**config.mk**
```make
export PLATFORM = sky130hd
export DESIGN_NAME = ctmr_top
export DESIGN_NICKNAME = d
export VERILOG_FILES = /design/src/rtl/ctmr_pkg.sv /design/src/rtl/ctmr_rst_sync.sv /design/src/rtl/ctmr_regs.sv /design/src/rtl/ctmr_counter.sv /design/src/rtl/ctmr_top.sv
export SDC_FILE = /design/constraint.sdc
export NUM_CORES = 1
export LEC_CHECK = 0
export BUFFER_PORTS_ARGS = -buffer_cell sky130_fd_sc_hd__buf_2
export CORE_MARGIN = 4
export CORE_UTILIZATION = 45
export DETAILED_ROUTE_END_ITERATION = 8
export PLACE_DENSITY_LB_ADDON = 0.12
export SYNTH_ARGS = -nofsm -noshare
export SYNTH_HDL_FRONTEND = slang
export SYNTH_SLANG_ARGS = --single-unit
```
**constraint.sdc**
```tcl
create_clock -name clk -period 3 [get_ports clk]
set_input_delay 0.75 -clock clk [delete_from_list [all_inputs] [get_ports clk]]
set_output_delay 0.75 -clock clk [all_outputs]
set_load 0.01 [all_outputs]
```
**src/rtl/ctmr_pkg.sv**
```systemverilog
package ctmr_pkg;
  // Register byte offsets (the software-visible map).
  localparam int unsigned OFS_RELOAD = 4'h0;
  localparam int unsigned OFS_COUNT  = 4'h4;
  localparam int unsigned OFS_CTRL   = 4'h8;
  localparam int unsigned OFS_CLEAR  = 4'hC;

  // Control bit positions.
  localparam int unsigned CB_RUN    = 0;
  localparam int unsigned CB_REPEAT = 1;
  localparam int unsigned CB_FAST   = 3;

  typedef struct packed {
    logic fast;
    logic repeat_en;
    logic run;
  } ctrl_t;
endpackage

```
**src/rtl/ctmr_rst_sync.sv**
```systemverilog
module ctmr_rst_sync #(
  parameter int STAGES = 2
) (
  input  logic clk,
  input  logic rst_n,
  output logic rst_sync_n
);
  logic [STAGES-1:0] sync_q;

  always_ff @(posedge clk or negedge rst_n) begin
    if (!rst_n) sync_q <= '0;
    else        sync_q <= {sync_q[STAGES-2:0], 1'b1};
  end

  assign rst_sync_n = sync_q[STAGES-1];
endmodule

```
**src/rtl/ctmr_regs.sv**
```systemverilog
module ctmr_regs
  import ctmr_pkg::*;
#(
  parameter int DATA_W = 32,
  parameter int ADDR_W = 4
) (
  input  logic              clk,
  input  logic              rst_n,
  input  logic              wr_en_i,
  input  logic [ADDR_W-1:0] addr_i,
  input  logic [DATA_W-1:0] wdata_i,
  input  logic [DATA_W-1:0] count_i,
  output logic [DATA_W-1:0] reload_o,
  output ctrl_t             ctrl_o,
  output logic              load_wr_o,
  output logic              clr_wr_o,
  output logic [DATA_W-1:0] rdata_o
);
  localparam logic [ADDR_W-1:0] A_RELOAD = ADDR_W'(OFS_RELOAD);
  localparam logic [ADDR_W-1:0] A_COUNT  = ADDR_W'(OFS_COUNT);
  localparam logic [ADDR_W-1:0] A_CTRL   = ADDR_W'(OFS_CTRL);
  localparam logic [ADDR_W-1:0] A_CLEAR  = ADDR_W'(OFS_CLEAR);

  logic [DATA_W-1:0] reload_q, reload_d;
  ctrl_t             ctrl_q, ctrl_d;
  logic              ctrl_wr;

  assign load_wr_o = wr_en_i && (addr_i == A_RELOAD);
  assign ctrl_wr   = wr_en_i && (addr_i == A_CTRL);
  assign clr_wr_o  = wr_en_i && (addr_i == A_CLEAR);

  always_comb begin
    reload_d = reload_q;
    ctrl_d   = ctrl_q;
    if (load_wr_o) reload_d = wdata_i;
    if (ctrl_wr) begin
      ctrl_d.run       = wdata_i[CB_RUN];
      ctrl_d.repeat_en = wdata_i[CB_REPEAT];
      ctrl_d.fast      = wdata_i[CB_FAST];
    end
  end

  always_ff @(posedge clk or negedge rst_n) begin
    if (!rst_n) begin
      reload_q <= '0;
      ctrl_q   <= '0;
    end else begin
      if (load_wr_o) reload_q <= reload_d;
      if (ctrl_wr)   ctrl_q   <= ctrl_d;
    end
  end

  always_comb begin
    rdata_o = '0;
    case (addr_i)
      A_RELOAD: rdata_o = reload_q;
      A_COUNT:  rdata_o = count_i;
      A_CTRL: begin
        rdata_o[CB_RUN]    = ctrl_q.run;
        rdata_o[CB_REPEAT] = ctrl_q.repeat_en;
        rdata_o[CB_FAST]   = ctrl_q.fast;
      end
      A_CLEAR:  rdata_o = '0;
      default:  rdata_o = '0;
    endcase
  end

  assign reload_o = reload_q;
  assign ctrl_o   = ctrl_q;

  AST_CTRL_WRITE_TAKES: assert property (@(posedge clk) disable iff (!rst_n)
    ctrl_wr |=> (ctrl_o.run == $past(wdata_i[CB_RUN]) && ctrl_o.fast == $past(wdata_i[CB_FAST])));
endmodule

```
**src/rtl/ctmr_counter.sv**
```systemverilog
module ctmr_counter
  import ctmr_pkg::*;
#(
  parameter int DATA_W = 32
) (
  input  logic              clk,
  input  logic              rst_n,
  input  logic              tick_slow_i,
  input  logic              tick_fast_i,
  input  ctrl_t             ctrl_i,
  input  logic [DATA_W-1:0] reload_i,
  input  logic              load_wr_i,
  input  logic [DATA_W-1:0] load_data_i,
  input  logic              clr_wr_i,
  output logic [DATA_W-1:0] count_o,
  output logic              irq_o
);
  localparam logic [DATA_W-1:0] ONE = DATA_W'(1);

  logic [DATA_W-1:0] count_q, count_d;
  logic              irq_q, irq_d;
  logic              tick_sel, advance, count_en, irq_en, expire;

  assign tick_sel = ctrl_i.fast ? tick_fast_i : tick_slow_i;
  assign advance  = ctrl_i.run && tick_sel;
  assign expire   = advance && !load_wr_i && (count_q == ONE);
  assign count_en = load_wr_i || advance;
  assign irq_en   = expire || clr_wr_i;

  always_comb begin
    count_d = count_q;
    if (load_wr_i) begin
      count_d = load_data_i;
    end else if (advance) begin
      if (count_q != '0)         count_d = count_q - ONE;
      else if (ctrl_i.repeat_en) count_d = reload_i;
    end
  end

  always_comb begin
    irq_d = irq_q;
    if (clr_wr_i) irq_d = 1'b0;
    if (expire)   irq_d = 1'b1;   // expiry beats a simultaneous clear
  end

  always_ff @(posedge clk or negedge rst_n) begin
    if (!rst_n) begin
      count_q <= '0;
      irq_q   <= 1'b0;
    end else begin
      if (count_en) count_q <= count_d;
      if (irq_en)   irq_q   <= irq_d;
    end
  end

  assign count_o = count_q;
  assign irq_o   = irq_q;

  AST_LOAD_SETS_COUNT: assert property (@(posedge clk) disable iff (!rst_n)
    load_wr_i |=> (count_o == $past(load_data_i)));
  AST_IDLE_HOLDS: assert property (@(posedge clk) disable iff (!rst_n)
    (!ctrl_i.run && !load_wr_i) |=> $stable(count_o));
  AST_ONESHOT_PARKS: assert property (@(posedge clk) disable iff (!rst_n)
    (count_o == '0 && !ctrl_i.repeat_en && !load_wr_i) |=> (count_o == '0));
  AST_EXPIRY_RAISES: assert property (@(posedge clk) disable iff (!rst_n)
    (advance && !load_wr_i && count_o == ONE) |=> (irq_o && count_o == '0));
  AST_IRQ_STICKY: assert property (@(posedge clk) disable iff (!rst_n)
    (irq_o && !clr_wr_i) |=> irq_o);
  AST_REPEAT_RELOADS: assert property (@(posedge clk) disable iff (!rst_n)
    (advance && !load_wr_i && count_o == '0 && ctrl_i.repeat_en) |=> (count_o == $past(reload_i)));
endmodule

```
**src/rtl/ctmr_top.sv**
```systemverilog
module ctmr_top
  import ctmr_pkg::*;
#(
  parameter int DATA_W = 32,
  parameter int ADDR_W = 4
) (
  input  logic              clk,
  input  logic              rst_n,
  input  logic              tick_slow_i,
  input  logic              tick_fast_i,
  input  logic              wr_en_i,
  input  logic [ADDR_W-1:0] addr_i,
  input  logic [DATA_W-1:0] wdata_i,
  output logic [DATA_W-1:0] rdata_o,
  output logic              irq_o
);
  logic              rst_int_n;
  logic [DATA_W-1:0] reload, count;
  ctrl_t             ctrl;
  logic              load_wr, clr_wr;

  ctmr_rst_sync #(.STAGES(2)) u_rst (
    .clk(clk), .rst_n(rst_n), .rst_sync_n(rst_int_n)
  );

  ctmr_regs #(.DATA_W(DATA_W), .ADDR_W(ADDR_W)) u_regs (
    .clk(clk), .rst_n(rst_int_n), .wr_en_i(wr_en_i), .addr_i(addr_i),
    .wdata_i(wdata_i), .count_i(count), .reload_o(reload), .ctrl_o(ctrl),
    .load_wr_o(load_wr), .clr_wr_o(clr_wr), .rdata_o(rdata_o)
  );

  ctmr_counter #(.DATA_W(DATA_W)) u_cnt (
    .clk(clk), .rst_n(rst_int_n), .tick_slow_i(tick_slow_i),
    .tick_fast_i(tick_fast_i), .ctrl_i(ctrl), .reload_i(reload),
    .load_wr_i(load_wr), .load_data_i(wdata_i), .clr_wr_i(clr_wr),
    .count_o(count), .irq_o(irq_o)
  );

  AST_CLEAR_DROPS: assert property (@(posedge clk) disable iff (!rst_int_n)
    (clr_wr && !(ctrl.run && (ctrl.fast ? tick_fast_i : tick_slow_i) && count == DATA_W'(1)))
    |=> !irq_o);
endmodule

```
Word-level counts from Yosys, hierarchy flattened
Cells that the tools add are included.

$add $sub $neg: 1. $mul: 0. Div/mod/pow operators: 0. $lt $le $gt $ge: 0. Eq/ne operators: 4. Shifts and indexed selects: 0. Mux-type cells: 11. Bitwise gates (word level): 0. Reductions and logical operators: 16.

Operators by type and width (count): 2-to-1 mux 32 bit (4); one-hot mux 28 bit (2 select lines) (1); == test 32 x 1 -> 1 bit, second input constant (1); nonzero test 32 bit (1); subtractor 32 x 1 -> 32 bit, second input constant (1); == test 4 bit, second input constant (2); logical AND 1 bit (6); one-hot mux 2 bit (3 select lines) (1); == test 4 x 3 -> 1 bit, second input constant (1); zero test 4 bit (1); nonzero test 2 bit (2); 2-to-1 mux 1 bit (3); one-hot mux 1 bit (3 select lines) (1); AND reduction 3 bit (1); nonzero test 3 bit (1); logical OR 1 bit (2); one-hot mux 1 bit (2 select lines) (1); AND reduction 2 bit (1); zero test 1 bit (1).

Flip-flop bits (word level): 70. Bits in latches: 0. RAM bits: 0. Bits in read-only memories: 0. Input bits: 41. Output and inout port bits: 33. Word-level logic and storage cells: 39. Memories: 0.

Logic depth before layout (Yosys ltp)
Gate-level depths: netlist of run 1.

Depth in word-level cells: 7. Mapped depth: 9. Depth with buffers taken out: 7.

Modules after synthesis
Synthesis of run 1 repeated with hierarchy kept, for this count alone.

Cell total of the unflattened synthesis: 434. Area total of the unflattened synthesis: 4207.8 um2.

Modules (own cells, without submodules): ctmr_counter (instances 1, cells each 305, area an instance 2458.6 um2, seq. area each 825.8 um2); ctmr_regs (instances 1, cells each 126, area an instance 1695.4 um2, seq. area each 875.8 um2); ctmr_rst_sync (instances 1, cells each 3, area an instance 53.8 um2, seq. area each 50.0 um2).

Least setup slack after synthesis of run 1
No wires, ideal clock.

Path kind: in2out. From: in addr_i[1]. To: out rdata_o[3]. Data arrival time: 1.918 ns. Path slack: 0.332 ns. Stages on the path: 5. Path buffers: 1. Cells stage by stage: or3_1 -> nor2_1 -> clkbuf_1 -> a222oi_1 -> inv_1.

Cells in the longest elaborated chain, start to end: 2. Elaborated cells between the ends (all ways): 4. Those cells by class: eq/ne (2); mux (1); reduce/logical (1).

Ends and longest elaborated chain: from (decl) (line ctmr_top.sv:12) `input logic [ADDR_W-1:0] addr_i,`; == test 4 bit, or another cell as far along (line ctmr_regs.sv:55) `case (addr_i)`; one-hot mux 1 bit (3 select lines) (*) (line ctmr_regs.sv:55); to (decl) (line ctmr_top.sv:14) `output logic [DATA_W-1:0] rdata_o,`.

Every way passes the cells marked *; elsewhere a longest branch is shown, timed or not.

Worst setup path after layout of run 1
From: in addr_i[1]. To: out rdata_o[25].

Cells in the longest elaborated chain, start to end: 2. Elaborated cells between the ends (all ways): 3. Those cells by class: eq/ne (1); mux (1); reduce/logical (1).

Ends and longest elaborated chain (line): == test 4 x 3 -> 1 bit or zero test 4 bit (tied branches) (ctmr_regs.sv:55); one-hot mux 28 bit (2 select lines) (*) (ctmr_regs.sv:55).

Marked as above.

==> flow_summary_export.csv, run 1 <==
group,metric,value,unit
status,run_status,"complete, no violations",
global_routing,grt_first_pass_wirelength,20600,µm
sta,slew_headroom,56.3,%
setup_path,worst_path_max_delay_cell,"sky130_fd_sc_hd__or3_1",
global_routing,grt_overflow_total,0,
global_routing,globalRouteMet2Util,35.2,%
layout,flow.area_growth_from_synthesis,18.1,%
cts,cts-hold-fix-buffers,0,
placement,place_congestion,0.859,
route,num_vias,4126,
setup_path,required_arrival_time_at_the_worst_endpoint,2250,ps
worst_hold_path,hold_path.class,"in2async",
route,first_iter_violations,294,
floorplan,top_level_ports,74,
floorplan,dieWidth,105,µm
flow_run,cap_violations,0,
layout,fin_nets,605,
logic_synthesis,synthesis.instances,489,
layout,antenna-diode-count,0,
logic_synthesis,mappedNetlistArea,4200,µm²
sta,finalCriticalPeriod,2770,ps
logic_synthesis,synth-main-ff-cell,"sky130_fd_sc_hd__dfrtp_1",
floorplan,start_util,47.2,%
setup_path,slowest_delay,430,ps
route,drt-wirelength-per-cell,18.4,µm
logic_synthesis,share_of_synthesized_flip_flops_with_an_asynchronous_set_or_reset,100,%
setup_path,setup.worst_path.start_class,"input pin",
power_and_ir_drop,vdd_ir_drop_max,0.000315,V
floorplan,die-area,10900,µm²
power_and_ir_drop,leakage,0.00231,µW
layout,final_cells,674,
setup_path,criticalPathCategory,"in2out",
route,detailedRoute.firstPassIterationCount,5,
sta,setup_viol,0,
setup_path,critical_path.max_fanout,32,
global_routing,top_usage_layer,"met2",
cts,cts_root_buffer,"sky130_fd_sc_hd__clkbuf_8",
sta,setup-tns-final,0,ps
global_routing,grt_pass1_vias,4089,
logic_synthesis,netlist_top_cells_area,"sky130_fd_sc_hd__dfrtp_1, sky130_fd_sc_hd__nand2_1, sky130_fd_sc_hd__a22o_1",
power_and_ir_drop,power_density,658,nW/µm²
layout,drive_above_1_share,23.5,%
sta,top_achievable_clock_speed,0.361,GHz
placement,place_inst,659,
route,drt_drc_violations_left,0,
layout,filler_cell_count,828,
floorplan,chipHeight,105,µm
sta,finalClockSkew,10.1,ps
sta,count_of_pins_over_their_slew_limit,0,
route,antenna_left,0,
setup_path,crit_chain,"buf_2 -> or3_1 -> nor2_2 -> buf_12 -> a22o_1 -> buf_2",
floorplan,placementRows,34,
setup_path,worst_ep_arrival_time,2020,ps
cts,buffer_depth_of_the_longest_clock_path,2,
logic_synthesis,postSynthRegisterBits,70,
cts,tritoncts_clock_tree,"built",
setup_path,critical_path.endpoint_type,"output port",
global_routing,antenna_found_initial,0,
logic_synthesis,netlist-cell-type-count,59,
logic_synthesis,synth-edff-count,0,
sta,unrepaired_setup_endpoints_after_global_routing,"no",
global_routing,grt.total_usage,22.9,%
cts,numCtsBuffers,9,
logic_synthesis,synth.avg_cell_area,8.59,µm²
cts,clk-insertion-delay-late,340,ps
route,routed_wire_length,12400,µm
placement,port-buffer-count,73,
sta,finalCritPeriodShare,92.4,%
logic_synthesis,synth_fp_nets,532,
cts,htree_num_levels,3,
sta,report.final.hold_viol_count,0,
cts,cts_resized,0,
logic_synthesis,synth_top_cell_area_share,41.7,%
global_routing,gr-usage-met3,4.07,%
logic_synthesis,yosysWarnings,0,
route,routed_via_density,6.12,
placement,detailed_place_hpwl,8790,µm
global_routing,grt_start_max_net_pins,45,
global_routing,grt_use_met1,33.5,%
logic_synthesis,synth_seq_area_share,41.7,%
cts,clock_pin_slew_on_the_worst_setup_and_hold_paths,80,ps
sta,worstMarginPinSlew,647,ps
cts,tritoncts_num_sinks,70,
logic_synthesis,yosysTopAreaCell,"sky130_fd_sc_hd__dfrtp_1",
floorplan,core_region_area,8890,µm²
cts,cts_setup_buffers,0,
setup_path,worst_path_most_repeated_cell,"sky130_fd_sc_hd__buf_2",
[metrics by stage]
step,setup slack [ps],hold WS [ps],cell area (µm²),utilization [%],power [µW]
after CTS,218,161,4960,55.8,3260
after detailed placement,216,249,4790,53.9,2580
after global placement,267,245,4790,53.9,2550
after floorplan,332,331,4200,-,2220
final,227,174,4960,55.8,3270
after global routing,93.2,164,4960,55.8,3490
[synth_stat cells (all sizes together) (2+ instances only)]
| cell | number |
|---|---|
| or2 | 3 |
| a32oi | 2 |
| clkbuf | 29 |
| nor2 | 33 |
| a22o | 29 |
| o22ai | 2 |
| and3 | 6 |
| inv | 12 |
| o21ai | 15 |
| nor3 | 14 |
| o31ai | 12 |
| a211o | 3 |
| buf | 8 |
| nor4 | 18 |
| or4 | 11 |
| a31oi | 11 |
| ha | 2 |
| a2bb2oi | 2 |
| o31a | 3 |
| o311ai | 5 |
| nand2 | 93 |
| a21o | 7 |
| or3 | 13 |
| a21oi | 22 |
| o41ai | 2 |
| mux2 | 5 |
| o2111ai | 4 |
| dfrtp | 70 |
| nand4 | 6 |
| a211oi | 2 |
| nand3 | 9 |
| a222oi | 3 |
| o21a | 3 |
| o211ai | 12 |
| nor4b | 2 |
[area by class of cell]
class / count / area (µm²) / area share, %
repair buffers: 99 / 598 / 12.1
clock buffers: 12 / 145 / 2.93
well taps: 108 / 135 / 2.72
inverters: 12 / 45.0 / 0.908
multi-input cells: 370 / 2260 / 45.6
clock inverters: 3 / 21.3 / 0.429
flip-flops and latches: 70 / 1750 / 35.3
[layer usage]
| metal | up-vias | share of wire, % |
|---|---|---|
| li1 | 1976 | - |
| met1 | 1966 | 47 |
| met2 | 173 | 45 |
| met3 | 11 | 7.4 |
| met4 | 0 | 0.89 |
| met5 | - | 0 |
[cells in the final DEF (no fill, tap or decap), drive strengths merged, types with 4 or more instances in the layout]
| cell | synthesis | final |
|---|---|---|
| o211ai | 12 | 12 |
| nor4 | 18 | 18 |
| mux2 | 5 | 5 |
| o2111ai | 4 | 4 |
| a21oi | 22 | 22 |
| o21ai | 15 | 15 |
| nand3 | 9 | 9 |
| a21o | 7 | 7 |
| a22o | 29 | 29 |
| and3 | 6 | 6 |
| or3 | 13 | 13 |
| nand2 | 93 | 93 |
| o311ai | 5 | 5 |
| nand4 | 6 | 6 |
| nor3 | 14 | 14 |
| or4 | 11 | 11 |
| a31oi | 11 | 11 |
| o31ai | 12 | 12 |
| clkbuf | 29 | 12 |
| nor2 | 33 | 33 |
| inv | 12 | 12 |
| dfrtp | 70 | 70 |
| buf | 8 | 99 |
[worst paths after layout]
check                                 start             endpoint  slack (ps)  cells past startpoint
max                               addr_i[1]          rdata_o[25]         230                      6
min                                   rst_n      u_rst.sync_q[0]         170                      1
max reg2reg                u_cnt.count_o[1]    u_cnt.count_o[25]         250                      8
min reg2reg                 u_rst.sync_q[1]  u_regs.reload_o[26]         240                      0
max in group asynchronous   u_rst.sync_q[1]    u_cnt.count_o[12]        1980                      1
min in group clk            u_rst.sync_q[0]      u_rst.sync_q[1]         350                      0
[sequential cells by signal, indices dropped and copies added, names as in the netlist]
register	cells
u_cnt.count_o	32
u_cnt.irq_o	1
u_rst.sync_q	2
u_regs.reload_o	32
u_regs.ctrl_o	3
[kinds of logic after synthesis]
group | after synthesis | synth area share, %
xor gates and xnor gates | 2 | 0.417
adders and majority gates | 2 | 0.596
muxes | 6 | 1.58
DFF | 70 | 41.7
other | 1 | 0.0893
and+or+nand+nor | 214 | 25.2
AOI/OAI and AO/OA | 145 | 25.6
buffers and inverters | 49 | 4.83
[where the power goes]
group / switching, µW / internal (µW) / leakage (µW)
Sequential: 353 / 1200 / 0.000873
Combinational: 561 / 478 / 0.00136
Clock: 356 / 319 / 0.0000824
Total: 1270 / 2000 / 0.00231
[worst max-delay path: cells and delay by family]
| kind | cells | cell delay (ps) |
|---|---|---|
| AND/OR/NAND/NOR | 2 | 590 |
| AO/OA/AOI/OAI | 1 | 190 |
| buffers and inverters | 3 | 470 |
No activity file was read; power rests on OpenSTA's default activity.
==> inputs of run 2 (changes only) <==
--- a/config.mk
+++ b/config.mk
@@ -10,2 +10,3 @@
 export CORE_UTILIZATION = 45
+export CTS_CLUSTER_SIZE = 28
 export DETAILED_ROUTE_END_ITERATION = 8
==> constraint.sdc (replaced) <==
create_clock -name clk -period 3 [get_ports clk]
set_input_delay 0 -clock clk [delete_from_list [all_inputs] [get_ports clk]]
set_output_delay 0 -clock clk [all_outputs]
set_load 0.01 [all_outputs]
==> run 2 against run 1 <==
Net effect:
- largest cell class unchanged
- routed wire length is 3.7% higher
- critical path depth is 1 higher
- die area stayed put
- clock skew grew 2.8 ps
- utilization is 3.6 points higher
- design area rose by 6.4%
==> flow_summary_export.csv, run 2 (synthesis results as in run 1) <==
group,metric,value,unit
power_and_ir_drop,swShare,36.5,%
route,drt_drc_violations_left,0,
power_and_ir_drop,internal_power,2240,µW
layout,drive_above_1_share,21.5,%
sta,finalCriticalPeriod,2780,ps
sta,unrepaired_setup_endpoints_after_global_routing,"no",
route,detailedRoute.firstPassIterationCount,5,
sta,setup-tns-final,0,ps
global_routing,grt_start_max_net_pins,45,
cts,clock_pin_slew_on_the_worst_setup_and_hold_paths,80,ps
sta,report.final.hold_viol_count,0,
floorplan,chipHeight,105,µm
floorplan,core_region_area,8890,µm²
layout,flow.area_growth_from_synthesis,25.6,%
floorplan,placementRows,34,
cts,tritoncts_num_sinks,70,
setup_path,regToRegStartpoint,"u_cnt.count_o[0]",
power_and_ir_drop,combinational_power_share,28.4,%
layout,most_common_cell_after_layout_fill_and_taps_aside,"sky130_fd_sc_hd__nand2_1",
setup_path,criticalPathCategory,"reg2reg",
worst_hold_path,min_to,"u_regs.reload_o[21]",
cts,numCtsBuffers,9,
cts,cts_resized,0,
global_routing,grt_pass1_vias,4202,
setup_path,timing.critical_path.from,"u_cnt.count_o[0]",
setup_path,required_arrival_time_at_the_worst_endpoint,3270,ps
cts,cts_setup_buffers,0,
global_routing,grt_first_pass_wirelength,21800,µm
route,num_vias,4211,
layout,layout_common_cells,"sky130_fd_sc_hd__nand2_1, sky130_fd_sc_hd__buf_2, sky130_fd_sc_hd__dfrtp_1, sky130_fd_sc_hd__dlygate4sd3_1, sky130_fd_sc_hd__nor2_1",
setup_path,setup.reg_to_reg.worst_slack,220,ps
setup_path,rr_worst_depth,7,
global_routing,grt_overflow_total,0,
floorplan,top_level_ports,74,
layout,antenna-diode-count,0,
cts,cts-hold-fix-buffers,32,
setup_path,critical_path.endpoint_type,"flip-flop",
power_and_ir_drop,power_density,669,nW/µm²
placement,place_congestion,0.887,
sta,slew_headroom,49.4,%
sta,top_achievable_clock_speed,0.360,GHz
power_and_ir_drop,p_clk_share,27.0,%
global_routing,antenna_found_initial,0,
power_and_ir_drop,vdd_ir_drop_max,0.000268,V
worst_hold_path,hold_path.class,"in2reg",
worst_hold_path,hold_path.startpoint,"wdata_i[21]",
route,antenna_left,0,
floorplan,dieWidth,105,µm
power_and_ir_drop,leakage,0.00244,µW
placement,detailed_place_hpwl,8640,µm
route,routed_via_density,6.02,
cts,buffer_depth_of_the_longest_clock_path,2,
setup_path,critical_path.max_fanout,16,
sta,count_of_pins_over_their_slew_limit,0,
cts,htree_num_levels,3,
setup_path,worst_ep_arrival_time,3050,ps
power_and_ir_drop,power.switching,1290,µW
sta,finalCritPeriodShare,92.6,%
floorplan,start_util,47.2,%
power_and_ir_drop,fin_total_pwr,3530,µW
cts,clk-insertion-delay-late,350,ps
placement,port-buffer-count,73,
status,run_status,"complete, no violations",
worst_hold_path,hold_path_depth,3,
power_and_ir_drop,pwr-share-seq,44.6,%
route,drt-wirelength-per-cell,18.4,µm
floorplan,die-area,10900,µm²
flow_run,cap_violations,0,
route,first_iter_violations,333,
setup_path,reg2reg_to,"u_cnt.count_o[22]",
global_routing,grt.total_usage,24.1,%
sta,finalClockSkew,12.9,ps
cts,tritoncts_clock_tree,"built",
cts,cts_root_buffer,"sky130_fd_sc_hd__clkbuf_8",
route,routed_wire_length,12800,µm
sta,worstMarginPinSlew,749,ps
sta,setup_viol,0,
layout,fin_nets,629,
setup_path,setup.worst_path.start_class,"flip-flop",
==> run 2: worst max path at each step <==
stage / to / cells past startpoint
floorplan: u_cnt.count_o[28] / 8
global placement: u_cnt.count_o[28] / 7
detailed placement: u_cnt.count_o[22] / 7
CTS: u_cnt.count_o[22] / 7
global route: u_cnt.count_o[18] / 7
finish: u_cnt.count_o[22] / 7
==> run 2: layout make-up <==
| cell class | count | area, µm² |
|---|---|---|
| Inverter | 12 | 45.0 |
| Timing Repair Buffer | 123 | 833 |
| Clock buffer | 11 | 141 |
| Fill cell | 830 | 3610 |
| Multi-Input combinational cell | 370 | 2260 |
| Clock inverter | 5 | 106 |
| Tap cell | 108 | 135 |
| Sequential cell | 70 | 1750 |
==> run 2: power by group through the flow <==
stage	clock, µW	sequential [µW]	combinational [µW]
after floorplan	0	1440	782
after global placement	0	1560	941
after detailed placement	0	1580	959
after CTS	966	1560	995
after global routing	1010	1620	1110
final	954	1570	1000
==> run 2: metal layers <==
metal	track usage (%)	wire length, µm
met5	0	0
met4	9.00	267
met3	3.64	739
met2	36.2	5680
met1	35.3	6140
==> run 2: stage by stage <==
stage	setup WS (ps)	std cells	hold WS, ps	util (%)	instance area, µm²
2_1_floorplan	556	489	-296	-	4200
3_3_place_gp	379	651	-213	53.0	4710
3_5_place_dp	239	651	-213	53.0	4710
4_1_cts	218	699	2.91	59.3	5280
5_1_grt	45.8	699	16.5	59.3	5280
6_report	222	699	12.6	59.3	5280
==> run 2: worst max-delay path: stages (launching register included) <==
cell	delay (ps)
sky130_fd_sc_hd__dfrtp_1	450
sky130_fd_sc_hd__inv_1	120
sky130_fd_sc_hd__ha_1	220
sky130_fd_sc_hd__or3b_2	570
sky130_fd_sc_hd__nor4_4	340
sky130_fd_sc_hd__o211ai_4	240
sky130_fd_sc_hd__or4_1	550
sky130_fd_sc_hd__a31oi_1	190
==> inputs of run 3 (changes only) <==
Settings changed: CTS_BUF_LIST set to sky130_fd_sc_hd__clkbuf_4 sky130_fd_sc_hd__clkbuf_8, GPL_TIMING_DRIVEN set to 0.
==> run 3 against run 2 <==
Net effect:
- total power increased by 0.63%
- non-clock buffer count increased by 20
- highest routed layer unchanged
- routed wire length increased by 17%
- largest power group unchanged
==> flow_summary_export.csv, run 3 (synthesis results as in run 1) <==
group,metric,value,unit
status,run_status,"complete, no violations",
sta,unrepaired_setup_endpoints_after_global_routing,"yes",
floorplan,die-area,10900,µm²
sta,slew_headroom,35.2,%
placement,detailed_place_hpwl,10200,µm
worst_hold_path,hold_path.class,"in2reg",
setup_path,worst_ep_arrival_time,3060,ps
global_routing,grt.total_usage,27.8,%
route,antenna_left,0,
cts,clk-insertion-delay-late,350,ps
floorplan,dieWidth,105,µm
cts,clock_pin_slew_on_the_worst_setup_and_hold_paths,80,ps
layout,drive_above_1_share,19.5,%
cts,htree_num_levels,3,
layout,stdcell_area,5310,µm²
cts,buffer_depth_of_the_longest_clock_path,2,
sta,report.final.hold_viol_count,0,
layout,final_cells,719,
placement,place_congestion,0.913,
route,routed_wire_length,15000,µm
route,first_iter_violations,468,
setup_path,criticalPathCategory,"reg2reg",
placement,dpl_worst_slack,30.6,ps
sta,setup_viol,0,
cts,tritoncts_clock_tree,"built",
layout,most_common_cell_after_layout_fill_and_taps_aside,"sky130_fd_sc_hd__nand2_1",
route,detailedRoute.firstPassIterationCount,5,
sta,setup-tns-final,0,ps
route,routed_via_density,6.31,
floorplan,placementRows,34,
floorplan,start_util,47.2,%
global_routing,grt_first_pass_wirelength,24300,µm
placement,port-buffer-count,72,
layout,layout_common_cells,"sky130_fd_sc_hd__nand2_1, sky130_fd_sc_hd__buf_2, sky130_fd_sc_hd__dfrtp_1, sky130_fd_sc_hd__nor2_1, sky130_fd_sc_hd__dlygate4sd3_1",
sta,finalClockSkew,9.80,ps
route,num_vias,4538,
sta,count_of_pins_over_their_slew_limit,0,
layout,fin_nets,649,
sta,finalCritPeriodShare,94.0,%
flow_run,cap_violations,0,
sta,timing.hold.ws,11.7,ps
global_routing,grt_start_max_net_pins,69,
sta,worstMarginPinSlew,973,ps
cts,cts_root_buffer,"sky130_fd_sc_hd__clkbuf_8",
global_routing,grt_overflow_total,0,
global_routing,antenna_found_initial,0,
sta,finalWorstSetupSlack,179,ps
setup_path,critical_path.max_fanout,10,
route,drt-wirelength-per-cell,20.9,µm
route,drt_drc_violations_left,0,
floorplan,top_level_ports,74,
setup_path,critical_path.endpoint_type,"flip-flop",
sta,top_achievable_clock_speed,0.354,GHz
setup_path,required_arrival_time_at_the_worst_endpoint,3240,ps
power_and_ir_drop,leakage,0.00243,µW
floorplan,core_region_area,8890,µm²
global_routing,grt_pass1_vias,4458,
placement,post_placement_cell_area,4700,µm²
floorplan,chipHeight,105,µm
placement,place_inst,669,
sta,finalCriticalPeriod,2820,ps
power_and_ir_drop,power_density,669,nW/µm²
cts,tritoncts_num_sinks,70,
layout,flow.area_growth_from_synthesis,26.4,%
cts,numCtsBuffers,9,
power_and_ir_drop,vdd_ir_drop_max,0.000300,V
layout,antenna-diode-count,0,
setup_path,setup.worst_path.start_class,"flip-flop",
==> run 3: path summary, 6_finish.rpt <==
check	slack, ps	from	cells after the start	to
max	180	u_cnt.count_o[0]	8	u_cnt.count_o[0]
min	10	wdata_i[19]	3	u_regs.reload_o[19]
max reg2reg	180	u_cnt.count_o[0]	8	u_cnt.count_o[0]
min reg2reg	360	u_rst.sync_q[0]	0	u_rst.sync_q[1]
max in group asynchronous	1930	u_rst.sync_q[1]	0	u_regs.reload_o[4]
min in group asynchronous	460	u_rst.sync_q[1]	0	u_regs.reload_o[22]
==> run 3: layout make-up <==
cell class                      count  area [µm²]
Fill cell                         838        3580
Multi-Input combinational cell    370        2280
Sequential cell                    70        1760
Timing Repair Buffer              107         703
Buffer                             36         156
Clock buffer                       11         151
Tap cell                          108         135
Clock inverter                      5        81.3
Inverter                           12        45.0
==> run 3: what timing repair did <==
item / in CTS / in global routing
hold endpoints to repair: 57 / 0
gates resized for setup: 0 / 12
setup endpoints to repair: 0 / 46
hold buffers: 32 / 0
setup buffers: 0 / 3
==> run 3: report_power, final <==
| part | total, µW | internal (µW) | switching, µW |
|---|---|---|---|
| clock network | 893 | 514 | 379 |
| registers | 1550 | 1200 | 356 |
| logic | 1110 | 489 | 616 |
| total | 3550 | 2200 | 1350 |
==> run 3: worst max-delay path, stage by stage (launching register included) <==
cell                       delay (ps)
sky130_fd_sc_hd__dfrtp_1          460
sky130_fd_sc_hd__inv_1            130
sky130_fd_sc_hd__ha_1             240
sky130_fd_sc_hd__nor3b_1          440
sky130_fd_sc_hd__nand4_1          350
sky130_fd_sc_hd__clkbuf_1         370
sky130_fd_sc_hd__nor2_4           340
sky130_fd_sc_hd__a21oi_1          110
sky130_fd_sc_hd__o311ai_0         270
==> run 3: metrics by stage <==
| stage | power, µW | utilization [%] |
|---|---|---|
| after floorplan | 2220 | - |
| after global placement | 2520 | 52.8 |
| after detailed placement | 2570 | 52.9 |
| after CTS | 3490 | 59.1 |
| after global routing | 3760 | 59.7 |
| final | 3550 | 59.7 |
==> run 3: layer usage <==
layer | GRT usage, % | vias up | wire length (µm)
met3 | 6.97 | 42 | 1450
met5 | 0 | - | 0
met2 | 41.2 | 267 | 6530
met1 | 39.4 | 2154 | 6530
li1 | - | 2075 | -
met4 | 10.8 | 0 | 488
